<file path="config.mk">
export PLATFORM = sky130hd
export DESIGN_NAME = iimg_set_rebuild
export DESIGN_NICKNAME = d
export VERILOG_FILES = /design/src/rtl/rebuild_pkg.sv /design/src/rtl/rebuild_seq.sv /design/src/rtl/rebuild_fifo.sv /design/src/rtl/rebuild_assemble.sv /design/src/rtl/iimg_set_rebuild.sv
export SDC_FILE = /design/constraint.sdc
export NUM_CORES = 2
export LEC_CHECK = 0
export BUFFER_PORTS_ARGS = -buffer_cell sky130_fd_sc_hd__buf_2
export CAP_MARGIN = 20
export CORE_MARGIN = 2
export CORE_UTILIZATION = 64
export DETAILED_ROUTE_END_ITERATION = 10
export MAX_ROUTING_LAYER = met4
export PLACE_DENSITY_LB_ADDON = 0.05
export SLEW_MARGIN = 20
export SYNTH_ARGS = -nofsm -noshare
export SYNTH_HDL_FRONTEND = slang
export SYNTH_SLANG_ARGS = --single-unit
</file>
<file path="constraint.sdc">
create_clock -name clk -period 9.8 [get_ports clk]
set_input_delay 1.96 -clock clk [delete_from_list [all_inputs] [get_ports clk]]
set_output_delay 1.96 -clock clk [all_outputs]
set_load 0.01 [all_outputs]
</file>
<file path="src/rtl/rebuild_pkg.sv">
package rebuild_pkg;
  localparam int NSLOT  = 32;
  localparam int NLANE  = 12;
  localparam int SLOT_W = $clog2(NSLOT);

  typedef enum logic [1:0] {RND_FIRST, RND_SECOND, RND_STEADY} rnd_e;

  // slot indices are 0-based here
  function automatic logic slot_on(rnd_e r, int s);
    case (r)
      RND_FIRST:  return 1'b1;
      RND_SECOND: return !(s == 5 || s == 7);
      default:    return !(s == 0 || s == 2 || s == 5 || s == 7 ||
                           (s >= 20 && s <= 27));
    endcase
  endfunction

  function automatic int lane_src(int k);
    case (k)
      0: return 1;
      1: return 3;
      2: return 4;
      3: return 6;
      default: return (k < 8) ? 12 + k : 20 + k;
    endcase
  endfunction

  function automatic int lane_dst(int k);
    case (k)
      0: return 5;
      1: return 7;
      2: return 0;
      3: return 2;
      default: return (k < 8) ? 20 + k : 12 + k;
    endcase
  endfunction

  function automatic logic lane_push_on(rnd_e r, int k);
    return (r != RND_FIRST) || (k < 2);
  endfunction

  function automatic logic lane_pop_on(rnd_e r, int k);
    return (r == RND_STEADY) || (r == RND_SECOND && k < 2);
  endfunction

  function automatic rnd_e rnd_next(rnd_e r);
    return (r == RND_FIRST) ? RND_SECOND : RND_STEADY;
  endfunction

  function automatic logic [SLOT_W-1:0] first_on(rnd_e r);
    logic [SLOT_W-1:0] f;
    f = '0;
    for (int s = NSLOT - 1; s >= 0; s--)
      if (slot_on(r, s)) f = SLOT_W'(s);
    return f;
  endfunction
endpackage

</file>
<file path="src/rtl/rebuild_seq.sv">
module rebuild_seq
  import rebuild_pkg::*;
(
  input  logic              clk,
  input  logic              rst,
  input  logic              in_valid,
  input  logic              in_row_start,
  output logic [SLOT_W-1:0] slot_idx,
  output rnd_e              rnd,
  output logic              round_done,
  output logic              restart
);
  logic [SLOT_W-1:0] ptr_q, nxt_ptr;
  rnd_e              rnd_q;
  logic              found;

  assign restart  = in_valid && in_row_start;
  assign slot_idx = restart ? '0 : ptr_q;
  assign rnd      = restart ? RND_FIRST : rnd_q;

  always_comb begin
    nxt_ptr = slot_idx;
    found   = 1'b0;
    for (int s = NSLOT - 1; s >= 0; s--) begin
      if (s > int'(slot_idx) && slot_on(rnd, s)) begin
        nxt_ptr = SLOT_W'(s);
        found   = 1'b1;
      end
    end
  end

  assign round_done = in_valid && !found;

  always_ff @(posedge clk) begin
    if (rst) begin
      ptr_q <= '0;
      rnd_q <= RND_FIRST;
    end else if (round_done) begin
      rnd_q <= rnd_next(rnd);
      ptr_q <= first_on(rnd_next(rnd));
    end else if (in_valid) begin
      rnd_q <= rnd;
      ptr_q <= nxt_ptr;
    end
  end
endmodule

</file>
<file path="src/rtl/rebuild_fifo.sv">
module rebuild_fifo #(
  parameter int W     = 16,
  parameter int DEPTH = 4
) (
  input  logic         clk,
  input  logic         rst,
  input  logic         flush,
  input  logic         push,
  input  logic         pop,
  input  logic [W-1:0] wdata,
  output logic [W-1:0] head,
  output logic         full,
  output logic         empty
);
  localparam int AW = (DEPTH > 1) ? $clog2(DEPTH) : 1;
  localparam int CW = $clog2(DEPTH + 1);

  logic [W-1:0]  mem [DEPTH];
  logic [AW-1:0] wp, rp;
  logic [CW-1:0] cnt;

  assign head  = mem[rp];
  assign full  = (cnt == CW'(DEPTH));
  assign empty = (cnt == '0);

  function automatic logic [AW-1:0] bump(logic [AW-1:0] p);
    return (p == AW'(DEPTH - 1)) ? '0 : p + 1'b1;
  endfunction

  always_ff @(posedge clk) begin
    if (push && !flush) mem[wp] <= wdata;
  end

  always_ff @(posedge clk) begin
    if (rst || flush) begin
      wp  <= '0;
      rp  <= '0;
      cnt <= '0;
    end else begin
      if (push) wp <= bump(wp);
      if (pop)  rp <= bump(rp);
      cnt <= cnt + CW'(push) - CW'(pop);
    end
  end
endmodule

</file>
<file path="src/rtl/rebuild_assemble.sv">
module rebuild_assemble
  import rebuild_pkg::*;
#(
  parameter int W = 16
) (
  input  logic                        clk,
  input  logic                        rst,
  input  logic                        wr_en,
  input  logic [SLOT_W-1:0]           wr_slot,
  input  logic [W-1:0]                wr_data,
  input  logic                        done,
  input  rnd_e                        rnd,
  input  logic [NLANE-1:0][W-1:0]     copy_head,
  output logic                        set_valid,
  output logic [NSLOT*W-1:0]          set_data
);
  logic [W-1:0]                slot_q [NSLOT];
  logic [NSLOT-1:0][W-1:0]     nxt_set, set_q;
  logic                        valid_q;

  always_ff @(posedge clk) begin
    if (wr_en) slot_q[wr_slot] <= wr_data;
  end

  always_comb begin
    for (int s = 0; s < NSLOT; s++) begin
      nxt_set[s] = slot_q[s];
      if (int'(wr_slot) == s) begin
        nxt_set[s] = wr_data;
      end else if (!slot_on(rnd, s)) begin
        for (int k = 0; k < NLANE; k++)
          if (lane_dst(k) == s) nxt_set[s] = copy_head[k];
      end
    end
  end

  always_ff @(posedge clk) begin
    if (rst) begin
      valid_q <= 1'b0;
      set_q   <= '0;
    end else begin
      valid_q <= done;
      if (done) set_q <= nxt_set;
    end
  end

  assign set_valid = valid_q;
  assign set_data  = set_q;
endmodule

</file>
<file path="src/rtl/iimg_set_rebuild.sv">
module iimg_set_rebuild
  import rebuild_pkg::*;
#(
  parameter int W          = 16,
  parameter int COPY_DEPTH = 4
) (
  input  logic                 clk,
  input  logic                 rst,
  input  logic                 in_valid,
  input  logic                 in_row_start,
  input  logic [W-1:0]         in_data,
  output logic                 set_valid,
  output logic [NSLOT*W-1:0]   set_data
);
  logic [SLOT_W-1:0]       slot_idx;
  rnd_e                    rnd;
  logic                    round_done, restart;
  logic [NLANE-1:0]        lane_push, lane_pop, lane_full, lane_empty;
  logic [NLANE-1:0][W-1:0] lane_head;

  rebuild_seq u_seq (
    .clk          (clk),
    .rst          (rst),
    .in_valid     (in_valid),
    .in_row_start (in_row_start),
    .slot_idx     (slot_idx),
    .rnd          (rnd),
    .round_done   (round_done),
    .restart      (restart)
  );

  for (genvar k = 0; k < NLANE; k++) begin : g_lane
    localparam int SRC = lane_src(k);
    assign lane_push[k] = in_valid && (int'(slot_idx) == SRC) && lane_push_on(rnd, k);
    assign lane_pop[k]  = round_done && lane_pop_on(rnd, k);

    rebuild_fifo #(.W(W), .DEPTH(COPY_DEPTH)) u_fifo (
      .clk   (clk),
      .rst   (rst),
      .flush (restart),
      .push  (lane_push[k]),
      .pop   (lane_pop[k]),
      .wdata (in_data),
      .head  (lane_head[k]),
      .full  (lane_full[k]),
      .empty (lane_empty[k])
    );
  end

  rebuild_assemble #(.W(W)) u_asm (
    .clk       (clk),
    .rst       (rst),
    .wr_en     (in_valid),
    .wr_slot   (slot_idx),
    .wr_data   (in_data),
    .done      (round_done),
    .rnd       (rnd),
    .copy_head (lane_head),
    .set_valid (set_valid),
    .set_data  (set_data)
  );
endmodule

</file>
==> results.py <==
metrics = {
    "cts": {
        "cts-root-buf": "clkbuf_16",
        "numClockSinks": 1856,
        "path_clk_slew_ns": 0.06,
        "hold_buffers": 0,
        "cts_setup_buffers": 0,
        "cts_tree": "built",
        "clockBufferDepth": 3,
        "ctsResizeCount": 0,
        "insertion_delay_ns": 0.78,
        "numCtsBuffers": 175,
        "htree_levels": 4,
    },
    "final_layout": {
        "fin_util_pct": 73.5,
        "fin_nets": 5413,
        "fin_area_um2": 78700,
        "final_common_cell": "edfxtp_1",
        "drive_gt1_share_pct": 21.3,
        "nFillCells": 6927,
        "final_cell_count_no_fill": 6886,
        "layout_common_cells": "1264 x edfxtp_1, 652 x nand2_1, 584 x dfxtp_1",
        "syn_to_final_growth_pct": 13.8,
    },
    "timing": {
        "fin_setup_tns_ns": 0,
        "setup_violations": 0,
        "fin_skew_ns": 0.0249,
        "tightest_slew_ns": 1.14,
        "finalHoldViolCount": 0,
        "fin_crit_ns": 5.19,
        "slew_headroom_pct": 23.8,
        "min_period_over_period_pct": 52.9,
        "rsz0062_at_grt": "no",
        "slew_viol_final": 0,
        "fmax_ghz": 0.193,
    },
    "drt": {
        "vias": 41774,
        "drc": 0,
        "avgViaCountPerCell": 6.07,
        "drt-pass1-iter-count": 5,
        "final_antenna_net_count": 0,
        "wl_mm": 173,
        "wl_per_cell_um": 25.1,
        "drt_iter0_drc": 4133,
    },
    "placement": {
        "routabilityCongestion": 0.882,
        "dp_hpwl_mm": 102,
        "dp_cells": 6556,
        "port_buffers": 532,
        "dpl_cell_area_um2": 72800,
    },
    "setup_path": {
        "startpoint_type": "input pin",
        "crit_fanout": 193,
        "required_ns": 10.47,
        "path_common_cell": "buf_4",
        "worstSetupPathType": "input pin to register",
        "crit_path_cell_trace": "buf_2, nand2b_1, or3_4, inv_16, buf_4, buf_4, nor2_1, a311oi_1",
        "slowest_stage": "buf_4",
        "cp_data_arrival_time_ns": 5.86,
        "cp_top_family": "buffers and inverters",
        "critPathMaxStageDelay_ns": 0.93,
        "end_kind": "register",
        "path_buf_inv": 4,
    },
    "power_and_ir_drop": {
        "ir_drop_mv": 0.176,
        "p_leak_nw": 27.3,
        "p_per_area_nw_per_um2": 196,
        "p_total_mw": 15.4,
    },
    "global_routing": {
        "overflow": 0,
        "grt_usage_pct": 32.0,
        "grt_max_degree": 194,
        "grt_pass1_wl_mm": 256,
        "grt_pass1_vias": 40187,
        "antenna_found_initial": 1,
    },
    "die": {
        "core_area_um2": 107000,
        "die_area_um2": 111000,
        "die_h_um": 333,
        "pin_count": 533,
        "std_cell_rows": 120,
        "die_w_um": 333,
        "start_util_pct": 64.6,
    },
    "synthesis": {
        "synth_edf_count": 1264,
        "ys_warn_count": 0,
        "synth.distinct_cells": 63,
        "synthFlopType": "edfxtp_1",
        "netlist_area_um2": 69100,
        "ys_ff_latch": 1856,
        "async_reset_ff_share_pct": 0,
        "syn_area_per_cell_um2": 14.1,
        "seq_area_frac_synth_pct": 72.0,
        "syn_nets": 4975,
        "syn_inst": 4893,
    },
    "worst_hold_path": {
        "min_path_type": "register to register",
    },
    "run": {
        "maxCapViolations": 0,
    },
    "outcome": {
        "status": "finished, final reports clean",
    },
}
==> path summary, 6_finish.rpt <==
check | startpoint | endpoint | slack, ns | cells past startpoint
max | in_valid | u_asm.set_data[461] | 4.61 | 8
min | u_asm.set_data[362] | u_asm.set_data[362] | 0.45 | 2
max reg2reg | u_seq.ptr_q[1] | u_asm.set_data[461] | 5.17 | 7
min reg2reg | u_asm.set_data[362] | u_asm.set_data[362] | 0.45 | 2
==> synth_stat cells, types with 40 or more instances <==
master / n / share of area [%]
nor2_1: 573 / 3.1
ha_1: 62 / 1.1
o21ai_0: 92 / 0.67
mux4_2: 192 / 6.3
clkbuf_1: 197 / 1.1
nand2_1: 652 / 3.5
a21oi_1: 432 / 3.1
edfxtp_1: 1264 / 55
a311oi_1: 65 / 0.82
a211oi_1: 111 / 1.2
dfxtp_1: 592 / 17
buf_2: 123 / 0.89
and3_1: 40 / 0.36
a31oi_1: 57 / 0.52
mux2i_1: 176 / 2.5
==> sequential cells by signal, indices dropped and copies added, names as in the netlist, named ones only <==
signal and count:
u_asm.set_valid 1, u_asm.set_data 512, g_lane.u_fifo.wp 24, g_lane.u_fifo.mem 768
u_asm.slot_q 496, g_lane.u_fifo.rp 24, u_seq.ptr_q 5, u_seq.rnd_q 2
==> area by class of cell <==
class	instances	area (µm²)	share of cell area (%)
sequential	1856	49800	63.3
multi-input combinational	2650	17800	22.6
clock buffer	232	4930	6.27
timing repair buffer	618	3370	4.28
tap	1403	1760	2.23
clock inverter	96	910	1.16
inverter	30	134	0.170
antenna	1	2.50	0.00318
==> cells by family (layout without fill, tap and decap cells) <==
kind of cell,count (synthesis),in the layout,synth area share (%)
and+or+nand+nor,1390,1390,8.19
DFF,1856,1856,72.0
muxes,384,384,9.06
buffers and inverters,387,976,2.46
xor gates and xnor gates,1,1,0.0127
other,0,1,0
AOI/OAI and AO/OA,812,812,7.09
adders and majority gates,63,63,1.14
==> where the power goes <==
part / switching (mW) / internal (mW)
logic: 0.226 / 0.0269
clock network: 2.87 / 3.95
registers: 0.00713 / 8.37
==> metal layers <==
metal  vias to the layer above  GRT usage (%)  part of all wire [%]
li1                      18861              -                     -
met1                     20816           43.1                    41
met2                      1779           49.3                    48
met3                       318           5.71                   7.6
met4                         0           12.4                   3.9
met5                         -              -                     0
==> worst min-delay path: stages, from the launching register on <==
cell and delay [ns]:
dfxtp_1 0.31, nand2_1 0.05, a21oi_1 0.05
==> stage by stage <==
step	hold slack, ns	setup WS [ns]
2_1_floorplan	0.462	5.05
3_3_place_gp	0.437	4.10
3_5_place_dp	0.443	3.99
4_1_cts	0.451	4.78
5_1_grt	0.467	4.38
6_report	0.448	4.61
Note: power is estimated with default switching activity, not from simulation.
